===== src/rtl/busArbPkg.sv =====
package busArbPkg;

  typedef enum logic [1:0] {
    PH_EMPTY = 2'd0,
    PH_GAP   = 2'd1,
    PH_OWNED = 2'd2
  } arbPhase_t;

  typedef struct packed {
    logic startSwitch;
    logic commit;
  } arbStrobe_t;

endpackage


===== src/rtl/busArbCtrl.sv =====
module busArbCtrl
  import busArbPkg::*;
(
  input  logic       clk,
  input  logic       rstN,
  input  logic       holdNow,
  input  logic       targetValid,
  output arbStrobe_t strobe
);

  arbPhase_t phase, phaseNext;

  always_comb begin
    phaseNext          = phase;
    strobe.startSwitch = 1'b0;
    strobe.commit      = 1'b0;
    unique case (phase)
      PH_EMPTY: begin
        if (targetValid) begin
          strobe.startSwitch = 1'b1;
          phaseNext          = PH_GAP;
        end
      end
      PH_GAP: begin
        strobe.commit = 1'b1;
        phaseNext     = PH_OWNED;
      end
      PH_OWNED: begin
        if (!holdNow && targetValid) begin
          strobe.startSwitch = 1'b1;
          phaseNext          = PH_GAP;
        end
      end
      default: phaseNext = PH_EMPTY;
    endcase
  end

  always_ff @(posedge clk) begin
    if (!rstN) phase <= PH_EMPTY;
    else       phase <= phaseNext;
  end

endmodule


===== src/rtl/busArbPath.sv =====
module busArbPath
  import busArbPkg::*;
#(
  parameter int NODES = 6
) (
  input  logic                             clk,
  input  logic                             rstN,
  input  logic                             rotateMode,
  input  logic [NODES-1:0]                 nodeReq,
  input  logic [NODES-1:0]                 nodeLock,
  input  logic                             hostReq,
  input  arbStrobe_t                       strobe,
  output logic                             holdNow,
  output logic                             targetValid,
  output logic [NODES:0]                   grant,
  output logic [$clog2(NODES+1)-1:0]       masterId
);

  localparam int ID_W   = $clog2(NODES+1);
  localparam int NODE_W = (NODES > 1) ? $clog2(NODES) : 1;
  localparam logic [ID_W-1:0] HOST_ID = ID_W'(NODES);

  logic [ID_W-1:0]   ownerId, pendId, targetId;
  logic [NODE_W-1:0] lastNode, pickId, ownerSel;
  logic [NODES:0]    grantReg;
  logic              ownerIsHost, pickFound;

  assign ownerIsHost = (ownerId == HOST_ID);
  assign ownerSel    = ownerIsHost ? '0 : ownerId[NODE_W-1:0];

  // owner keeps the bus: host while requesting; node while locked, or while requesting with no host demand
  always_comb begin
    if (ownerIsHost) holdNow = hostReq;
    else             holdNow = nodeLock[ownerSel] || (nodeReq[ownerSel] && !hostReq);
  end

  // priority search over nodes
  always_comb begin
    int idx;
    pickId    = '0;
    pickFound = 1'b0;
    idx       = 0;
    for (int i = 0; i < NODES; i++) begin
      idx = rotateMode ? ((int'(lastNode) + 1 + i) % NODES) : i;
      if (!pickFound && nodeReq[idx]) begin
        pickFound = 1'b1;
        pickId    = NODE_W'(idx);
      end
    end
  end

  assign targetValid = hostReq || pickFound;
  assign targetId    = hostReq ? HOST_ID : ID_W'(pickId);

  always_ff @(posedge clk) begin
    if (!rstN) begin
      ownerId  <= '0;
      pendId   <= '0;
      lastNode <= NODE_W'(NODES - 1);
      grantReg <= '0;
    end else if (strobe.startSwitch) begin
      pendId   <= targetId;
      grantReg <= '0;
    end else if (strobe.commit) begin
      ownerId  <= pendId;
      grantReg <= (NODES+1)'(1) << pendId;
      if (pendId != HOST_ID) lastNode <= pendId[NODE_W-1:0];
    end
  end

  assign grant    = grantReg;
  assign masterId = ownerId;

endmodule


===== src/rtl/busArbiter.sv =====
module busArbiter
  import busArbPkg::*;
#(
  parameter int NODES = 6
) (
  input  logic                       clk,
  input  logic                       rstN,
  input  logic                       rotateMode,
  input  logic [NODES-1:0]           nodeReq,
  input  logic [NODES-1:0]           nodeLock,
  input  logic                       hostReq,
  output logic [NODES:0]             grant,
  output logic [$clog2(NODES+1)-1:0] masterId
);

  arbStrobe_t strobe;
  logic       holdNow, targetValid;

  busArbCtrl i_ctrl (
    .clk        (clk),
    .rstN       (rstN),
    .holdNow    (holdNow),
    .targetValid(targetValid),
    .strobe     (strobe)
  );

  busArbPath #(.NODES(NODES)) i_path (
    .clk        (clk),
    .rstN       (rstN),
    .rotateMode (rotateMode),
    .nodeReq    (nodeReq),
    .nodeLock   (nodeLock),
    .hostReq    (hostReq),
    .strobe     (strobe),
    .holdNow    (holdNow),
    .targetValid(targetValid),
    .grant      (grant),
    .masterId   (masterId)
  );

endmodule


===== config.mk =====
export PLATFORM = sky130hd
export DESIGN_NAME = busArbiter
export DESIGN_NICKNAME = d
export VERILOG_FILES = /design/src/rtl/busArbPkg.sv /design/src/rtl/busArbCtrl.sv /design/src/rtl/busArbPath.sv /design/src/rtl/busArbiter.sv
export SDC_FILE = /design/constraint.sdc
export NUM_CORES = 1
export LEC_CHECK = 0
export BUFFER_PORTS_ARGS = -buffer_cell sky130_fd_sc_hd__buf_2
export CORE_MARGIN = 3
export CORE_UTILIZATION = 56
export DETAILED_ROUTE_END_ITERATION = 10
export HOLD_SLACK_MARGIN = 0.08
export PLACE_DENSITY = 0.89
export SYNTH_ARGS = -nofsm -noshare
export SYNTH_HDL_FRONTEND = slang
export SYNTH_SLANG_ARGS = --single-unit

===== constraint.sdc =====
create_clock -name clk -period 4 [get_ports clk]
set_input_delay 0.2 -clock clk [delete_from_list [all_inputs] [get_ports clk]]
set_output_delay 0.2 -clock clk [all_outputs]
set_load 0.02 [all_outputs]

==> impl_metrics.yaml <==
clock_network:
  clkTransAtPathRegs_ps: 70
  htree_levels: 1
  root_buffer: "clkbuf_8"
  worstSkewPairLatency_ps: 260
  clk_path_buf_depth: 2
  numCtsBuffers: 3
  clock-sinks: 18
  cts_tree: "built"
pwr:
  swShare: 0.516
  clock_power_share: 0.070
  finalPower_mw: 2.19
  switching_power_mw: 1.13
  internal_power_mw: 1.06
  power_density_mw_per_mm2: 639
  irDropWorstVdd_mv: 0.366
  combPwrFrac: 0.819
  p_seq_frac: 0.111
  leakage_nw: 1.40
final_layout:
  fin_util: 0.698
  area_growth_pct: 15.9
  fin_nets: 470
  antennaDiodeCount: 0
  drive_gt1_frac: 0.259
timing:
  finalSetupViolations: 0
  skew_ps: 2.73
  max_slew_margin: 0.520
  period_share: 0.970
  whs_ps: 224
  finalHoldViolations: 0
  final_max_slew_viol_count: 0
  period_needed_ps: 3880
  max_freq_mhz: 258
  worstMarginPinSlew_ps: 720
global_route:
  grt.total_usage: 0.288
  antenna_found_initial: 0
  grt-ovfl-total: 0
  grt_max_degree: 22
  grt_pass1_vias: 3234
  grt_first_pass_wirelength_um: 14800
floorplanning:
  dieWidth_um: 78.6
  die-height_um: 78.6
  fp-row-count: 25
  die_area_mm2: 0.00619
  coreArea_mm2: 0.00491
  initial_utilization: 0.602
  boundaryPins: 26
placement:
  port_buffers: 25
  gp_congestion: 1.00
  hpwl_um: 6610
synthesis:
  async_flop_share: 0
  synth_top_cell_area_share: 0.122
  syn_inst: 398
  synthTopCellsByArea: "dfxtp_1 12%, ha_1 8.5%, nand2_1 5.0%"
  synth-seq-area-share: 0.122
  syn_nets: 434
  ys_ff_latch: 18
  avgSynthCellArea_um2: 7.43
  synthesis.area_mm2: 0.00296
  yosysWarnings: 0
  synth_area_leader_cell: "dfxtp_1"
  synth-edff-count: 0
  synthFlopType: "dfxtp_1"
  yosysUniqueCellTypes: 85
worst_setup_path:
  crit_fanout: 10
  setup.worst_path.start_class: "flip-flop"
  cp.arrival_ps: 4080
  required_ps: 4200
  path_class: "reg -> reg"
  crit_start: "i_path.lastNode[1]"
  r2r-start: "i_path.lastNode[1]"
  cp-end-kind: "flip-flop"
routing:
  routed_wl_um: 9010
  drt_iter0_markers: 368
  drc: 0
  via_per_inst: 6.78
  wire_per_inst_um: 18.0
  via_count: 3392
  ant_nets: 0
  dr.pass1.iters: 6
worst_hold_path:
  min_from: "rstN"
  hold_path.class: "in -> reg"
flow_run:
  drv_cap: 0
outcome:
  status: "finished clean"
## Yosys cell counts, types with 5 or more instances
library cell  number
dfxtp_1           18
ha_1              20
o21ai_0           17
buf_2              8
nand2b_1          11
nand2_1           39
and3_1             8
nor2_1            31
o22ai_1            7
and2_1             8
a31oi_1            6
mux2i_1            8
a21oi_1           27
nor3_1            15
nor2b_1            5
a22oi_1            5
clkbuf_1          14
o31ai_1            5
inv_1             12
nand3_1            8
mux2_2            10
## per-layer routing
layer,vias to the layer above,share of wire,GRT usage
met5,-,0,0
met4,0,0.021,0.0857
met3,28,0.078,0.0378
met2,185,0.48,0.497
met1,1598,0.42,0.371
li1,1581,-,-
## sequential cells by signal, summed over array words and instances, names as in the netlist
signal and flops:
i_ctrl.phase 2, i_path.pendId 3, i_path.masterId 3, i_path.lastNode 3, i_path.grant 7
## worst max-delay path, cell delays in order, from the launching register on
cell and delay, ps:
dfxtp_1 380, inv_1 80, ha_2 460, inv_2 90, ha_1 270, o21a_1 180
o21ai_0 230, nand2b_1 180, mux2_2 350, o31ai_2 300, mux2i_2 340, nand2_1 140
a211oi_2 300, mux2_2 370, a21oi_1 130
## repair_timing
action	4_1_cts	5_1_grt
gates resized for setup	0	17
endpoints found under the setup margin	0	11
hold buffers	0	0
buffers inserted	0	2
## through the flow
step / instances / TNS [ps] / cell area, µm² / setup WS (ps)
after CTS: 498 / 0 / 3330 / 36.3
final: 500 / 0 / 3430 / 121
after detailed placement: 494 / 0 / 3280 / 70.9
after global routing: 500 / -10.9 / 3430 / -8.27
after floorplan: 398 / 0 / 2960 / 20.7
after global placement: 494 / 0 / 3280 / 217
## path summary, 6_finish.rpt
path | slack [ps] | end | depth (start not counted)
max | 120 | i_path.pendId[2] | 14
min | 220 | i_path.lastNode[2] | 2
max reg2reg | 120 | i_path.pendId[2] | 14
min reg2reg | 500 | i_path.grant[4] | 2
## power by group through the flow
stage | clock network (mW) | logic [mW] | registers (mW)
final | 0.153 | 1.79 | 0.242
after floorplan | 0 | 1.23 | 0.229
after CTS | 0.153 | 1.63 | 0.239
after global routing | 0.159 | 1.93 | 0.245
after global placement | 0 | 1.56 | 0.240
after detailed placement | 0 | 1.62 | 0.242
## area by class of cell
class | count | area, µm²
repair buffers | 56 | 358
inverters | 15 | 56.3
multi-input cells | 340 | 2510
clock buffers | 4 | 55.1
fillers | 368 | 1490
well taps | 67 | 83.8
flip-flops and latches | 18 | 362
## cell families (layout without fill, tap and decap cells)
kind of cell               Yosys count  in the layout  share of synthesized area
xor gates and xnor gates             8              8                     0.0313
adders and majority gates           21             21                     0.0881
muxes                               21             21                     0.0817
AOI/OAI and AO/OA                  137            137                      0.351
and+or+nand+nor                    153            153                      0.268
DFF                                 18             18                      0.122
buffers and inverters               40             75                     0.0580
## layout by cell type (no fill, tap or decap), types with 4 or more instances in the layout
master / synthesis / layout
a211o_1: 4 / 4
and2_1: 8 / 7
o211ai_1: 4 / 4
nand3_1: 8 / 8
buf_4: 1 / 31
o21ai_0: 17 / 17
nor2b_1: 5 / 5
a22oi_1: 5 / 4
o21a_1: 4 / 4
nand2_1: 39 / 39
and3_1: 8 / 8
nor3_1: 15 / 13
buf_2: 8 / 25
mux2i_1: 8 / 7
ha_1: 20 / 17
nand2b_1: 11 / 10
nand4_1: 4 / 4
o22ai_1: 7 / 6
a31oi_1: 6 / 6
xnor2_1: 4 / 4
nand3b_1: 4 / 4
a21oi_1: 27 / 26
inv_1: 12 / 12
clkbuf_8: 0 / 4
a21o_1: 4 / 4
dfxtp_1: 18 / 17
a21boi_0: 4 / 4
mux2_2: 10 / 10
nor2_1: 31 / 31
No activity file was read; power rests on OpenSTA's default activity.
